`config.mk`:
```
export PLATFORM = sky130hd
export DESIGN_NAME = isa_ident_csr
export DESIGN_NICKNAME = d
export VERILOG_FILES = /design/src/rtl/isa_ident_pkg.sv /design/src/rtl/isa_tuple_match.sv /design/src/rtl/isa_vec_bank.sv /design/src/rtl/isa_switch_ctrl.sv /design/src/rtl/isa_ident_csr.sv
export SDC_FILE = /design/constraint.sdc
export NUM_CORES = 1
export LEC_CHECK = 0
export BUFFER_PORTS_ARGS = -buffer_cell sky130_fd_sc_hd__buf_4
export CAP_MARGIN = 20
export CELL_PAD_IN_SITES_DETAIL_PLACEMENT = 2
export CELL_PAD_IN_SITES_GLOBAL_PLACEMENT = 2
export CORE_MARGIN = 2
export CORE_UTILIZATION = 43
export DETAILED_ROUTE_END_ITERATION = 7
export PLACE_DENSITY = 0.78
export SETUP_SLACK_MARGIN = 0.02
export SYNTH_ARGS = -nofsm -noshare
export SYNTH_HDL_FRONTEND = slang
export SYNTH_SLANG_ARGS = --single-unit
export TNS_END_PERCENT = 10
```
`constraint.sdc`:
```
create_clock -name clk -period 6.6 [get_ports clk]
set_input_delay 1.98 -clock clk [delete_from_list [all_inputs] [get_ports clk]]
set_output_delay 1.98 -clock clk [all_outputs]
set_load 0.02 [all_outputs]
```
`src/rtl/isa_ident_pkg.sv`:
```
package isa_ident_pkg;
  localparam int XLEN   = 32;
  localparam int ID_W   = 16;
  localparam int NSLOT  = 4;
  localparam int CSR_AW = 12;

  localparam logic [CSR_AW-1:0] A_IDENT = 12'h7C0;
  localparam logic [CSR_AW-1:0] A_MVEC  = 12'h7C1;
  localparam logic [CSR_AW-1:0] A_SVEC  = 12'h7C2;

  // slot 0 in the low word
  localparam logic [NSLOT*XLEN-1:0] DEF_TUPLES =
    {32'hF0E1_0007, 32'h5EED_0001, 32'h0A11_0002, 32'h0A11_0001};

  typedef enum logic {LVL_M = 1'b0, LVL_S = 1'b1} trap_lvl_e;
endpackage

```
`src/rtl/isa_tuple_match.sv`:
```
module isa_tuple_match #(
  parameter int NUM_SLOTS = 4,
  parameter int XLEN      = 32,
  parameter int SLOT_W    = 2,
  parameter logic [NUM_SLOTS*XLEN-1:0] TUPLES = '0
) (
  input  logic [XLEN-1:0]   tuple_i,
  input  logic [SLOT_W-1:0] idx_i,
  output logic              hit_o,
  output logic [SLOT_W-1:0] slot_o,
  output logic [XLEN-1:0]   tuple_at_idx_o
);
  logic [NUM_SLOTS-1:0] match;

  genvar g;
  generate
    for (g = 0; g < NUM_SLOTS; g++) begin : g_cmp
      assign match[g] = (tuple_i == TUPLES[g*XLEN +: XLEN]);
    end
  endgenerate

  always_comb begin
    slot_o = '0;
    for (int i = NUM_SLOTS-1; i >= 0; i--) begin
      if (match[i]) slot_o = SLOT_W'(i);
    end
  end

  assign hit_o          = |match;
  assign tuple_at_idx_o = TUPLES[idx_i*XLEN +: XLEN];
endmodule

```
`src/rtl/isa_vec_bank.sv`:
```
module isa_vec_bank #(
  parameter int DEPTH  = 4,
  parameter int W      = 30,
  parameter int SLOT_W = 2
) (
  input  logic              clk,
  input  logic              rst,
  input  logic              we,
  input  logic [SLOT_W-1:0] slot,
  input  logic [W-1:0]      wdata,
  output logic [W-1:0]      rdata
);
  // storage carries no reset; a per-entry written flag masks stale data
  logic [W-1:0]     mem [DEPTH];
  logic [DEPTH-1:0] written_q;

  always_ff @(posedge clk) begin
    if (we) mem[slot] <= wdata;
  end

  always_ff @(posedge clk) begin
    if (rst) written_q <= '0;
    else if (we) written_q[slot] <= 1'b1;
  end

  assign rdata = written_q[slot] ? mem[slot] : '0;
endmodule

```
`src/rtl/isa_switch_ctrl.sv`:
```
module isa_switch_ctrl #(
  parameter int NUM_SLOTS = 4,
  parameter int SLOT_W    = 2
) (
  input  logic                 clk,
  input  logic                 rst,
  input  logic                 ident_wr,
  input  logic                 hit,
  input  logic [SLOT_W-1:0]    hit_slot,
  input  logic                 trap_req,
  input  logic                 trap_sup,
  output logic [SLOT_W-1:0]    slot_q,
  output logic                 stall_q,
  output logic [NUM_SLOTS-1:0] dec_en_q,
  output logic                 svc,
  output logic                 svc_sup,
  output logic                 take_q
);
  logic pend_q, pend_sup_q, switch_go;
  logic [SLOT_W-1:0] slot_d;

  assign svc       = pend_q | (trap_req & ~stall_q);
  assign svc_sup   = pend_q ? pend_sup_q : trap_sup;
  // a trap in the same cycle wins over the identity write
  assign switch_go = ident_wr & hit & ~svc;
  assign slot_d    = switch_go ? hit_slot : slot_q;

  always_ff @(posedge clk) begin
    if (rst) begin
      slot_q     <= '0;
      stall_q    <= 1'b0;
      dec_en_q   <= NUM_SLOTS'(1);
      pend_q     <= 1'b0;
      pend_sup_q <= 1'b0;
      take_q     <= 1'b0;
    end else begin
      slot_q     <= slot_d;
      stall_q    <= switch_go;
      dec_en_q   <= NUM_SLOTS'(1) << slot_d;
      pend_q     <= stall_q & trap_req;
      pend_sup_q <= trap_sup;
      take_q     <= svc;
    end
  end
endmodule

```
`src/rtl/isa_ident_csr.sv`:
```
module isa_ident_csr
  import isa_ident_pkg::*;
#(
  parameter int NUM_SLOTS = NSLOT,
  parameter logic [NUM_SLOTS*XLEN-1:0] TUPLES = DEF_TUPLES
) (
  input  logic                 clk,
  input  logic                 rst,
  input  logic [CSR_AW-1:0]    csr_addr,
  input  logic                 csr_we,
  input  logic [XLEN-1:0]      csr_wdata,
  output logic [XLEN-1:0]      csr_rdata,
  input  logic                 trap_req,
  input  logic                 trap_sup,
  output logic                 trap_take,
  output logic [XLEN-1:0]      trap_target,
  output logic [NUM_SLOTS-1:0] dec_en,
  output logic                 stall
);
  localparam int SLOT_W = (NUM_SLOTS > 1) ? $clog2(NUM_SLOTS) : 1;
  localparam int VW     = XLEN - 2;

  logic [SLOT_W-1:0] slot_q, hit_slot;
  logic              hit, wr_ok, svc, svc_sup;
  logic [XLEN-1:0]   cur_tuple;
  logic [VW-1:0]     vec_rd [2];
  wire               unused_low = ^csr_wdata[1:0];

  assign wr_ok = csr_we & ~stall;

  isa_tuple_match #(
    .NUM_SLOTS(NUM_SLOTS), .XLEN(XLEN), .SLOT_W(SLOT_W), .TUPLES(TUPLES)
  ) u_match (
    .tuple_i(csr_wdata), .idx_i(slot_q), .hit_o(hit),
    .slot_o(hit_slot), .tuple_at_idx_o(cur_tuple)
  );

  isa_switch_ctrl #(.NUM_SLOTS(NUM_SLOTS), .SLOT_W(SLOT_W)) u_ctrl (
    .clk(clk), .rst(rst),
    .ident_wr(wr_ok && csr_addr == A_IDENT),
    .hit(hit), .hit_slot(hit_slot),
    .trap_req(trap_req), .trap_sup(trap_sup),
    .slot_q(slot_q), .stall_q(stall), .dec_en_q(dec_en),
    .svc(svc), .svc_sup(svc_sup), .take_q(trap_take)
  );

  genvar l;
  generate
    for (l = 0; l < 2; l++) begin : g_lvl
      localparam logic [CSR_AW-1:0] ADDR = (l == 0) ? A_MVEC : A_SVEC;
      isa_vec_bank #(.DEPTH(NUM_SLOTS), .W(VW), .SLOT_W(SLOT_W)) u_bank (
        .clk(clk), .rst(rst),
        .we(wr_ok && csr_addr == ADDR),
        .slot(slot_q), .wdata(csr_wdata[XLEN-1:2]),
        .rdata(vec_rd[l])
      );
    end
  endgenerate

  always_ff @(posedge clk) begin
    if (rst) begin
      trap_target <= '0;
    end else if (svc) begin
      trap_target <= {vec_rd[svc_sup ? 1 : 0], 2'b00};
    end
  end

  always_ff @(posedge clk) begin
    if (rst) begin
      csr_rdata <= '0;
    end else begin
      case (csr_addr)
        A_IDENT: csr_rdata <= cur_tuple;
        A_MVEC:  csr_rdata <= {vec_rd[0], 2'b00};
        A_SVEC:  csr_rdata <= {vec_rd[1], 2'b00};
        default: csr_rdata <= '0;
      endcase
    end
  end
endmodule

```
==> impl_results.md <==
* Reg clk slew, reported paths at 60 ps
* Skew-Pair Late Insertion Delay at 510 ps
* Most used cell along the critical path: buf_4
* Max Cap Violations at 0
* Average footprint of a synthesized cell at between 15 and 20 sq um
* Signal arrival time at the worst endpoint at just over 4000 ps
* Initial antenna violation count at 0
* Post CTS Setup Buffer Count at 0
* Ant. Diodes at 0
* Filler instances at between 2000 and 3000
* Hpwl dp at about 22 mm
* Fin crit share at a little under three fifths
* Number of synthesized flops with an enable pin at 240
* Worst-Margin Slew at around 900 ps
* Root buffer cell: clkbuf_16
* Global-route wire length before repair at between 50 and 60 mm
* Switch Pwr at ~0.00093 W
* Leak at ~4.9 nW
* Cells along the critical path: buf_4 > and4b_1 > and3_1 > nor2b_1 > nand2_1 > buf_4 > a21oi_1
* Slew headroom at 38.7%
* Main synth FF type: edfxtp_1
* RSZ-0062 raised after global routing: no
* Via-to-Cell Ratio at just under 6
* CP Capture Type: register
* Final WS setup at roughly 2900 ps
* Antenna viol nets, final at 0
* PortBufs at ~120
* Setup CP Type: in2reg
* Comb power frac at under 10%
* Num CTS Buffers at 35
* PwrDens at 293 nW/um^2
* Clock network fraction of total power at ~45%
* Reg2reg setup slack at approximately 3700 ps
* Largest stage delay, worst path at ~500 ps
* Switching part of the total power at a little over a fifth
* Cell family contributing the most delay on the critical path: simple AND/OR/NAND/NOR gates
* Mapped Cells at between 700 and 800
* Maximum VDD drop at around 240 uV
* CTS tree: done
* Power Internal at around 0.0034 W
* Drc violations at 0
* Via Count at ~7600
* Die Height at approximately 170 microns
* Netlist cell types at 52
* Final hold violations at 0
* Drt pass-1 iters at 5
* Die Area at between 30000 and 40000 sq um
* Std cell rows at 62
* # clock sinks at 320
* Fmax at approximately 270 MHz
* Vias in the first global route at around 8600
* Worst Path Max Fanout at 15
* Clock Path Buffers at 3
* Sequential Power Share at roughly 50%
* Status: finished, final reports clean
* Post-synthesis async set-or-reset flop share at 0%
* DRT Wirelength at just under 40 mm
* Min-delay worst type: reg2reg
* Layout area overhead at 19.9%
* Hold-fix buffers at CTS at 0
* Pins Over Slew Limit at 0
* Layout cells sized above 1 at between 30% and 40%
* Final nets at 934
* Die width at around 170 microns
* Syn Std Cell Area at 12400 sq um
* Place WS at about 2500 ps
* H-tree Lvls at 2
* Yosys warnings at 0
* Sequential area share after synthesis at between 70% and 80%
* Core Box Area at 28500 sq um
* Initial DRC count at around 630
* Buf/Inv on CP at 2
* Clk_skew at approximately 18 ps
* Total grt overflow at 0
* Final core utilization at 52.0%
* Final setup viols at 0
* All-Layer GR Usage at between 20% and 30%
* Starting density of the core at a little over two fifths
* # IOs at 119
* Seq cells post-synth at 320
* CP required at approximately 7000 ps
* Largest net degree at the start of global routing at ~60
* CP Launch Type: primary input
* Resized cells post-CTS at 0
* GPL Wtd Cong at just under 0.8
* Power, Total at 0.00435 W
* Crit path max-delay cell type: nand2_1
* Total negative setup slack at 0 ps
* Average wire per standard cell at just under 30 microns
* Tmin final at 3710 ps
==> power by group through the flow <==
stage	Sequential [W]	Clock [W]	Combinational (W)
after floorplan	0.00221	0	0.000142
after global placement	0.00222	0	0.000202
after detailed placement	0.00222	0	0.000214
after CTS	0.00217	0.00197	0.000217
after global routing	0.00217	0.00207	0.000238
final	0.00217	0.00195	0.000222
==> synthesized netlist by cell type, types with 4 or more instances <==
cell type,instances,area share (%)
edfxtp_1,240,58
and2_1,10,0.50
nor4_1,5,0.25
nand2_1,41,1.2
nand3_1,29,1.2
mux2_2,4,0.36
dfxtp_1,80,13
nand4_1,8,0.40
nor2b_1,6,0.30
mux4_2,62,11
buf_4,8,0.48
a22o_1,30,2.1
clkbuf_1,27,0.82
nor3_1,8,0.32
a21oi_1,18,0.73
o211ai_1,4,0.24
nor2_1,60,1.8
buf_1,5,0.15
o21ai_0,29,1.2
and3_1,5,0.25
buf_2,8,0.32
a31oi_1,25,1.3
==> sequential cells by signal (all words and copies together), names as in the netlist <==
signal / flops
u_ctrl.stall_q: 1
u_ctrl.pend_q: 1
g_lvl.u_bank.written_q: 8
csr_rdata: 32
u_ctrl.take_q: 1
u_ctrl.slot_q: 2
u_ctrl.dec_en_q: 4
g_lvl.u_bank.mem: 240
u_ctrl.pend_sup_q: 1
trap_target: 30
==> worst register-to-register path, delay by kind of cell (launching register included) <==
family	cells	cell delay, ps
buffers and inverters	2	1290
flip-flops	1	660
AND/OR/NAND/NOR	2	610
==> cells by family (layout without fill, tap and decap cells) <==
| kind of cell | after synthesis | count (layout) | synth area share [%] |
|---|---|---|---|
| other | 1 | 2 | 0.0303 |
| XOR/XNOR | 1 | 1 | 0.0707 |
| AND/OR/NAND/NOR | 201 | 201 | 8.52 |
| multiplexers | 67 | 67 | 11.7 |
| buffers and inverters | 54 | 201 | 2.14 |
| AO/OA/AOI/OAI | 119 | 119 | 6.44 |
| flip-flops | 320 | 320 | 71.1 |
==> worst paths after layout <==
check                   startpoint                         to  depth (start not counted)
hold reg to reg    trap_target[25]            trap_target[25]                          1
setup reg to reg  u_ctrl.slot_q[1]  g_lvl[1].u_bank.mem[3][7]                          4
hold / removal     trap_target[25]            trap_target[25]                          1
setup / recovery      csr_addr[11]              csr_rdata[25]                          7
==> through the flow <==
step / hold WS (ps) / area (sq um) / instances
after floorplan: 431 / 12400 / 764
after global placement: 447 / 13700 / 1230
after detailed placement: 472 / 13700 / 1230
after CTS: 486 / 14800 / 1293
after global routing: 503 / 14900 / 1295
final: 483 / 14900 / 1295
==> cell type report <==
type,instances,area [sq um],share of cell area [%]
clock inverters,19,164,1.10
clock buffers,44,962,6.48
well taps,384,480,3.23
multi-input cells,390,3380,22.7
repair buffers,135,1050,7.04
flip-flops and latches,320,8810,59.3
inverters,3,11.3,0.0758
==> cells in the final DEF, fill, tap and decap left out, types with 4 or more instances in the layout <==
cell / count
o211ai_1: 4
mux4_2: 62
edfxtp_1: 240
nor3_1: 4
dfxtp_1: 78
buf_4: 133
and2_1: 10
a22o_1: 30
clkinv_1: 5
mux2_2: 4
a21oi_1: 18
nand3_1: 29
a31oi_1: 25
clkbuf_1: 6
nor2_1: 57
o21ai_0: 29
nor2b_1: 5
nand2_1: 41
nand4_1: 8
clkinv_2: 11
nor3_2: 4
clkbuf_16: 37
and3_1: 5
==> layer usage <==
metal / share of wire (%) / GRT usage, % / vias to the layer above
met2: 51 / 44.3 / 252
li1: - / - / 3256
met3: 5.4 / 5.02 / 49
met5: 0 / 0 / -
met1: 41 / 33.0 / 4080
met4: 2.0 / 7.88 / 0
Note: power is estimated with default switching activity, not from simulation.
